<file path="config.mk">
export PLATFORM = sky130hd
export DESIGN_NAME = drv_fault_supervisor
export DESIGN_NICKNAME = d
export VERILOG_FILES = /design/src/rtl/fsv_pkg.sv /design/src/rtl/fsv_short_fsm.sv /design/src/rtl/fsv_level_mon.sv /design/src/rtl/drv_fault_supervisor.sv
export SDC_FILE = /design/constraint.sdc
export NUM_CORES = 1
export LEC_CHECK = 0
export BUFFER_PORTS_ARGS = -buffer_cell sky130_fd_sc_hd__clkbuf_2
export CAP_MARGIN = 25
export CORE_MARGIN = 4
export CORE_UTILIZATION = 25
export DETAILED_ROUTE_END_ITERATION = 8
export PLACE_DENSITY = 0.41
export REMOVE_ABC_BUFFERS = 1
export SYNTH_ARGS = -nofsm -noshare
export SYNTH_HDL_FRONTEND = slang
export SYNTH_SLANG_ARGS = --single-unit
export TNS_END_PERCENT = 1
</file>
<file path="constraint.sdc">
create_clock -name clk -period 2.7 [get_ports clk]
set_input_delay 0.405 -clock clk [delete_from_list [all_inputs] [get_ports clk]]
set_output_delay 0.405 -clock clk [all_outputs]
set_load 0.05 [all_outputs]
</file>
<file path="src/rtl/fsv_pkg.sv">
package fsv_pkg;

    typedef enum logic [2:0] {
        S_IDLE,
        S_QUAL,
        S_TRIP,
        S_OFF,
        S_RETRY
    } short_state_e;

    typedef enum logic [1:0] {
        L_IDLE,
        L_QUAL,
        L_FAULT
    } level_state_e;

endpackage

</file>
<file path="src/rtl/fsv_short_fsm.sv">
module fsv_short_fsm
    import fsv_pkg::*;
#(
    parameter int unsigned REG_TICKS    = 160,
    parameter int unsigned KILL_TICKS   = 240,
    parameter int unsigned RETRY_TICKS  = 350,
    parameter int unsigned PERIOD_TICKS = 26000
) (
    input  logic clk,
    input  logic rst_n,
    input  logic tick_i,
    input  logic ovc_i,
    output logic kill_o,
    output logic fault_o,
    output logic reg_stb_o
);
    localparam int unsigned OFF_TICKS = PERIOD_TICKS - RETRY_TICKS;
    localparam int unsigned CW = $clog2(PERIOD_TICKS + KILL_TICKS + 1);
    localparam logic [CW-1:0] REG_C   = CW'(REG_TICKS);
    localparam logic [CW-1:0] KILL_C  = CW'(KILL_TICKS);
    localparam logic [CW-1:0] OFF_C   = CW'(OFF_TICKS);
    localparam logic [CW-1:0] RETRY_C = CW'(RETRY_TICKS);

    short_state_e  state_q, state_d;
    logic [CW-1:0] cnt_q, cnt_d;
    logic          seen_q, seen_d;
    logic          stb_q;
    logic [CW-1:0] cnt_inc;

    assign cnt_inc = cnt_q + 1'b1;

    always_comb begin
        state_d = state_q;
        cnt_d   = cnt_q;
        seen_d  = seen_q;
        unique case (state_q)
            S_IDLE: begin
                if (ovc_i) begin
                    state_d = S_QUAL;
                    cnt_d   = '0;
                end
            end
            S_QUAL: begin
                if (!ovc_i) begin
                    state_d = S_IDLE;
                    cnt_d   = '0;
                end else if (tick_i) begin
                    cnt_d = cnt_inc;
                    if (cnt_inc == REG_C) state_d = S_TRIP;
                end
            end
            S_TRIP: begin
                if (!ovc_i) begin
                    state_d = S_IDLE;
                    cnt_d   = '0;
                end else if (tick_i) begin
                    cnt_d = cnt_inc;
                    if (cnt_inc == KILL_C) begin
                        state_d = S_OFF;
                        cnt_d   = '0;
                    end
                end
            end
            S_OFF: begin
                if (tick_i) begin
                    cnt_d = cnt_inc;
                    if (cnt_inc == OFF_C) begin
                        state_d = S_RETRY;
                        cnt_d   = '0;
                        seen_d  = 1'b0;
                    end
                end
            end
            S_RETRY: begin
                seen_d = seen_q | ovc_i;
                if (tick_i) begin
                    cnt_d = cnt_inc;
                    if (cnt_inc == RETRY_C) begin
                        cnt_d   = '0;
                        state_d = (seen_q | ovc_i) ? S_OFF : S_IDLE;
                    end
                end
            end
            default: begin
                state_d = S_IDLE;
                cnt_d   = '0;
            end
        endcase
    end

    // state register
    always_ff @(posedge clk or negedge rst_n) begin
        if (!rst_n) begin
            state_q <= S_IDLE;
            cnt_q   <= '0;
            seen_q  <= 1'b0;
            stb_q   <= 1'b0;
        end else begin
            state_q <= state_d;
            cnt_q   <= cnt_d;
            seen_q  <= seen_d;
            stb_q   <= (state_q == S_QUAL) && (state_d == S_TRIP);
        end
    end

    // outputs
    always_comb begin
        kill_o    = (state_q == S_OFF);
        fault_o   = (state_q == S_TRIP) || (state_q == S_OFF) || (state_q == S_RETRY);
        reg_stb_o = stb_q;
    end

endmodule

</file>
<file path="src/rtl/fsv_level_mon.sv">
module fsv_level_mon
    import fsv_pkg::*;
#(
    parameter int unsigned REG_TICKS = 160
) (
    input  logic clk,
    input  logic rst_n,
    input  logic tick_i,
    input  logic cond_i,
    output logic fault_o,
    output logic reg_stb_o
);
    localparam int unsigned CW = $clog2(REG_TICKS + 1);
    localparam logic [CW-1:0] REG_C = CW'(REG_TICKS);

    level_state_e  state_q, state_d;
    logic [CW-1:0] cnt_q, cnt_d;
    logic          stb_q;
    logic [CW-1:0] cnt_inc;

    assign cnt_inc = cnt_q + 1'b1;

    always_comb begin
        state_d = state_q;
        cnt_d   = cnt_q;
        unique case (state_q)
            L_IDLE: begin
                if (cond_i) begin
                    state_d = L_QUAL;
                    cnt_d   = '0;
                end
            end
            L_QUAL: begin
                if (!cond_i) begin
                    state_d = L_IDLE;
                    cnt_d   = '0;
                end else if (tick_i) begin
                    cnt_d = cnt_inc;
                    if (cnt_inc == REG_C) state_d = L_FAULT;
                end
            end
            L_FAULT: begin
                if (!cond_i) begin
                    state_d = L_IDLE;
                    cnt_d   = '0;
                end
            end
            default: begin
                state_d = L_IDLE;
                cnt_d   = '0;
            end
        endcase
    end

    always_ff @(posedge clk or negedge rst_n) begin
        if (!rst_n) begin
            state_q <= L_IDLE;
            cnt_q   <= '0;
            stb_q   <= 1'b0;
        end else begin
            state_q <= state_d;
            cnt_q   <= cnt_d;
            stb_q   <= (state_q == L_QUAL) && (state_d == L_FAULT);
        end
    end

    always_comb begin
        fault_o   = (state_q == L_FAULT);
        reg_stb_o = stb_q;
    end

endmodule

</file>
<file path="src/rtl/drv_fault_supervisor.sv">
module drv_fault_supervisor #(
    parameter int unsigned REG_TICKS    = 160,
    parameter int unsigned KILL_TICKS   = 240,
    parameter int unsigned RETRY_TICKS  = 350,
    parameter int unsigned PERIOD_TICKS = 26000,
    parameter bit          LEVEL_CHECK  = 1'b1
) (
    input  logic clk,
    input  logic rst_n,
    input  logic tick_i,
    input  logic ovc_i,
    input  logic od_mode_i,
    input  logic drv_on_i,
    input  logic line_mid_i,
    output logic kill_o,
    output logic fault_o,
    output logic irq_o
);
    logic short_fault, short_stb;
    logic lvl_fault, lvl_stb;

    fsv_short_fsm #(
        .REG_TICKS   (REG_TICKS),
        .KILL_TICKS  (KILL_TICKS),
        .RETRY_TICKS (RETRY_TICKS),
        .PERIOD_TICKS(PERIOD_TICKS)
    ) u_short (
        .clk      (clk),
        .rst_n    (rst_n),
        .tick_i   (tick_i),
        .ovc_i    (ovc_i),
        .kill_o   (kill_o),
        .fault_o  (short_fault),
        .reg_stb_o(short_stb)
    );

    generate
        if (LEVEL_CHECK) begin : g_level
            logic lvl_cond;
            assign lvl_cond = od_mode_i & ~drv_on_i & line_mid_i;
            fsv_level_mon #(
                .REG_TICKS(REG_TICKS)
            ) u_level (
                .clk      (clk),
                .rst_n    (rst_n),
                .tick_i   (tick_i),
                .cond_i   (lvl_cond),
                .fault_o  (lvl_fault),
                .reg_stb_o(lvl_stb)
            );
        end else begin : g_no_level
            assign lvl_fault = 1'b0;
            assign lvl_stb   = 1'b0;
        end
    endgenerate

    assign fault_o = short_fault | lvl_fault;
    assign irq_o   = short_stb | lvl_stb;

endmodule

</file>
Yosys cells after proc, flatten, opt, wreduce, memory -nomap -nowiden
Cells that the tools add are included.

Output and inout bits: 3. Word-level logic and storage cells: 85. Bits in registers: 31. Input bits: 7.

Muxes and demuxes: 38. Equal/unequal tests: 22. Add/sub/neg operators: 2. Reduce and logical (&&, ||, !) cells: 10. Bitwise operators: 6.

Operator list (count): two-way mux 15 bit (10); case mux 15 bit (5 select lines) (1); two-way mux 3 bit (11); two-way mux 8 bit (4); equality test 15 x 8 -> 1 bit (second input constant) (2); case mux 8 bit (3 select lines) (1); adder 15 x 1 -> 15 bit (second input constant) (1); equality test 15 bit (second input constant) (1); equality test 15 x 9 -> 1 bit (second input constant) (1); case mux 3 bit (5 select lines) (1); two-way mux 2 bit (6); equality test 3 x 2 -> 1 bit (second input constant) (3); != test 3 bit (second input constant) (3); adder 8 x 1 -> 8 bit (second input constant) (1); equality test 8 bit (second input constant) (1); != test 2 bit (second input constant) (4); case mux 2 bit (3 select lines) (1); AND reduction 3 bit (2); AND reduction 5 bit (1); equality test 2 bit (second input constant) (2); != test 2 x 1 -> 1 bit (second input constant) (2); equality test 3 x 1 -> 1 bit (second input constant) (1); equality test 3 bit (second input constant) (1); zero test 3 bit (1); other kinds (10) (16).

Logic depth before layout (Yosys ltp)
Depth after elaboration: 8. Gate-level depth with buffers: 10.

Hierarchy
A second synthesis with hierarchy kept.

Cell total of the unflattened synthesis: 305. Area, all modules: 2491.1 um^2.

By module, submodules not included: fsv_short_fsm (seq. area each 500.5 um^2, cells each 218, area an instance 1729.2 um^2, times used 1); fsv_level_mon (seq. area each 275.3 um^2, cells each 84, area an instance 740.7 um^2, times used 1); drv_fault_supervisor (seq. area each 0.0 um^2, cells each 3, area an instance 21.3 um^2, times used 1).

Least setup slack after synthesis
Ideal clock, no wire load.

Kind: register to register. Start point: register u_short.cnt_q[0]. End point: register u_short.cnt_q[13]. Period minus slack after synthesis: 2.364 ns. Data required time: 2.581 ns. Arrival time: 2.245 ns. Setup slack: 0.336 ns. Stages on the path, launching flop included: 11. Path buffers: 2. Path through: dfrtp_1 > ha_1 > buf_2 > nand3_4 > nor3_1 > xor2_1 > nor4_1 > a21boi_1 > nor4_4 > buf_6 > nor2_2.

Word-level cells in the longest chain between the ends: 6. Elaborated cells between the ends (all ways): 14. Those cells by class: add/sub: 1; eq/ne: 3; mux: 10.

Ends and longest elaborated chain: start: declaration (line fsv_short_fsm.sv:25) `logic [CW-1:0] cnt_q, cnt_d;`; start signal: assignment (line fsv_short_fsm.sv:100) `cnt_q <= cnt_d;`; adder 15 x 1 -> 15 bit * (line fsv_short_fsm.sv:30) `assign cnt_inc = cnt_q + 1'b1;`; equality test 15 x 8 -> 1 bit (line fsv_short_fsm.sv:58) `if (cnt_inc == KILL_C) begin`; two-way mux 15 bit (line fsv_short_fsm.sv:58); two-way mux 15 bit (line fsv_short_fsm.sv:56) `end else if (tick_i) begin`; two-way mux 15 bit (line fsv_short_fsm.sv:53) `if (!ovc_i) begin`; case mux 15 bit (5 select lines) * (line fsv_short_fsm.sv:36) `unique case (state_q)`.

Every way passes the cells marked *; elsewhere a longest branch is shown, timed or not. The select of a mux whose other input is x is not followed. A chain may end at the register's enable or synchronous reset.

Worst setup path after layout
Start point: register u_short.cnt_q[0]. End point: register u_short.cnt_q[1].

The elaborated chain is that of the path after synthesis.

==> flow_summary.json <==
{
  "r2r-start": "u_short.cnt_q[0]$_DFFE_PN0P_",
  "htreeDepth": 2,
  "final_nets": 294,
  "syn_avg_cell_area_um2": 8.65,
  "outcome": "completed",
  "worstSetupEndpointType": "flop",
  "layout_commonest_cell": "dfrtp_1",
  "synth_area_um2": 2360,
  "critPathLaunchType": "flop",
  "vdd_ir_drop_max_mv": 0.162,
  "rsz0062_at_grt": "false",
  "synth_compound_area_share_pct": 16.6,
  "gp_congestion": 0.810,
  "path_class": "flop to flop",
  "multi_input_comb_area_um2": 1460,
  "synthSimpleGateAreaFrac_pct": 32.8,
  "fin_skew_ns": 0.00580,
  "tns_ns": 0,
  "fp.dieW_um": 105,
  "seq_area_um2": 777,
  "slew_headroom_pct": 44.2,
  "cts_tree": "built",
  "antenna_cells": 0,
  "critPathMaxFanout": 13,
  "cts.clk_slew.worst_paths_ns": 0.07,
  "required_ns": 2.89,
  "fin_crit_sh_pct": 93.2,
  "ys_ff_latch": 31,
  "post-cts-setup-buffers": 0,
  "initial_core_util_pct": 25.6,
  "antenna_left": 0,
  "synth_cell_type_count": 60,
  "cap_violations": 0,
  "power_density_nw_per_um2": 372,
  "holdBufCountCts": 0,
  "arrival_ns": 2.71,
  "synthMuxAreaShare_pct": 1.27,
  "ys.warnings.count": 0,
  "routedWlPerCell_um": 14.0,
  "report.final.setup_viol": 0,
  "hpwl_um": 4240,
  "post_cts_resize_count": 0,
  "post-route-drc-count": 0,
  "track_usage_pct": 11.2,
  "place.port_buffers": 9,
  "synth_top_family_by_area": "simple AND/OR/NAND/NOR gates",
  "cts_num_sinks": 31,
  "vias": 1980,
  "synth-xor-area-share_pct": 7.42,
  "cts-root-buf": "clkbuf_8",
  "core_area_um2": 9240,
  "viasPerCell": 4.79,
  "cts_buffer_depth": 2,
  "synth_ff_type": "dfrtp_1",
  "synth_edf_count": 0,
  "antenna_found_initial": 0,
  "wl_um": 5770,
  "grt_pass1_vias": 1891,
  "syn_inst": 273,
  "rows": 35,
  "drv_slew": 0,
  "p_leak_nw": 1.07,
  "total_power_mw": 1.01,
  "hold_viol_final": 0,
  "firstDrtPassIters": 4,
  "first_iter_violations": 69,
  "ios": 10,
  "fin_util_pct": 29.2,
  "final_cell_mix": "dfrtp_1, nor2_1, nand2_1",
  "min_period_ns": 2.52,
  "clk-insertion-delay-late_ns": 0.29,
  "min_path_type": "primary input to asynchronous set/reset pin",
  "ys_seq_area_share_pct": 32.8,
  "async_flop_share_pct": 100,
  "n_fill_cell": 978,
  "gr-total-overflow": 0,
  "worstSetupStartpoint": "u_short.cnt_q[0]$_DFFE_PN0P_",
  "synth_fa_ha_area_share_pct": 2.12,
  "ff2ff_path_depth": 9,
  "dieArea_um2": 11100,
  "fp.dieH_um": 105,
  "max_freq_ghz": 0.398,
  "worst_pin_slew_ns": 0.837,
  "cts_inserted_buffers": 5,
  "grt_first_pass_wirelength_um": 9920,
  "area_growth_pct": 14.4,
  "drive_gt1_share_pct": 21.1,
  "grt_max_degree": 32
}
==> logic make-up (layout without fill, tap and decap cells) <==
family | count (synthesis) | in the layout
multiplexers | 3 | 3
AND/OR/NAND/NOR | 128 | 128
XOR/XNOR | 20 | 20
flip-flops | 31 | 31
buffers and inverters | 29 | 40
adder cells (fa/ha/maj) | 4 | 4
AO/OA/AOI/OAI | 58 | 58
==> where the power goes <==
group / internal, mW / switching (mW) / total [mW]
logic: 0.0360 / 0.0642 / 0.100
registers: 0.472 / 0.0119 / 0.484
clock network: 0.232 / 0.190 / 0.422
total: 0.740 / 0.266 / 1.01
==> registers in the layout, indices dropped and copies added (netlist names) <==
name and flops:
g_level.u_level.cnt_q 8, g_level.u_level.reg_stb_o 1, g_level.u_level.state_q 2, u_short.cnt_q 15, u_short.reg_stb_o 1, u_short.seen_q 1, u_short.state_q 3
==> final timing paths <==
path	end	slack [ns]
worst max-delay path	u_short.cnt_q[1]$_DFFE_PN0P_	0.18
max in group asynchronous	u_short.cnt_q[1]$_DFFE_PN0P_	1.92
worst min register to register	u_short.seen_q$_DFFE_PN0P_	0.50
worst min-delay path	u_short.state_q[0]$_DFF_PN0_	0.21
min in group clk	u_short.seen_q$_DFFE_PN0P_	0.44
worst max register to register	u_short.cnt_q[1]$_DFFE_PN0P_	0.18
==> per-layer routing <==
metal  share of wire [%]  vias to the layer above  GRT usage, %
li1                    -                     1006             -
met1                  52                      940          16.0
met2                  44                       24          16.4
met3                 3.1                       10          2.90
met4                 1.6                        0          2.91
met5                   0                        -             0
==> area by class of cell <==
type                    count  share of cell area [%]
clock buffers               7                    3.57
clock inverters             1                   0.278
inverters                   8                    1.11
multi-input cells         213                    54.0
flip-flops and latches     31                    28.8
well taps                 129                    5.97
repair buffers             24                    6.30
==> cell usage after synthesis (all sizes together), types with 4 or more instances <==
cell / instances / share of area [%]
nor2: 33 / 6.3
dfrtp: 31 / 33
nand2: 21 / 3.3
buf: 15 / 4.7
o21ai: 15 / 3.2
nand3: 14 / 3.7
nand4: 12 / 4.4
nor3: 11 / 2.8
xnor2: 11 / 4.1
xor2: 9 / 3.3
a21oi: 8 / 1.7
inv: 8 / 1.3
nor4: 8 / 3.3
clkbuf: 6 / 0.95
o31ai: 6 / 1.9
and3: 4 / 1.1
ha: 4 / 2.1
nand3b: 4 / 1.3
o22ai: 4 / 1.1
or3: 4 / 1.1
==> metrics by stage <==
stage	setup slack [ns]	hold slack (ns)	std cells	instance area, um2
final	0.184	0.210	413	2700
after global routing	0.0334	0.286	413	2700
after CTS	0.154	0.241	413	2670
after detailed placement	0.188	0.483	405	2560
after global placement	0.183	0.475	405	2560
after floorplan	-0.158	0.109	252	2230
==> critical path: stages, from the launching register on <==
cell and delay [ns]:
dfrtp_1 0.39, buf_4 0.21, nand4_4 0.16, o31a_1 0.31, a21oi_1 0.36, nor3_1 0.13, a31oi_1 0.38, nor4_4 0.09
buf_12 0.17, a211oi_1 0.21
(Power assumes the default switching activity.)
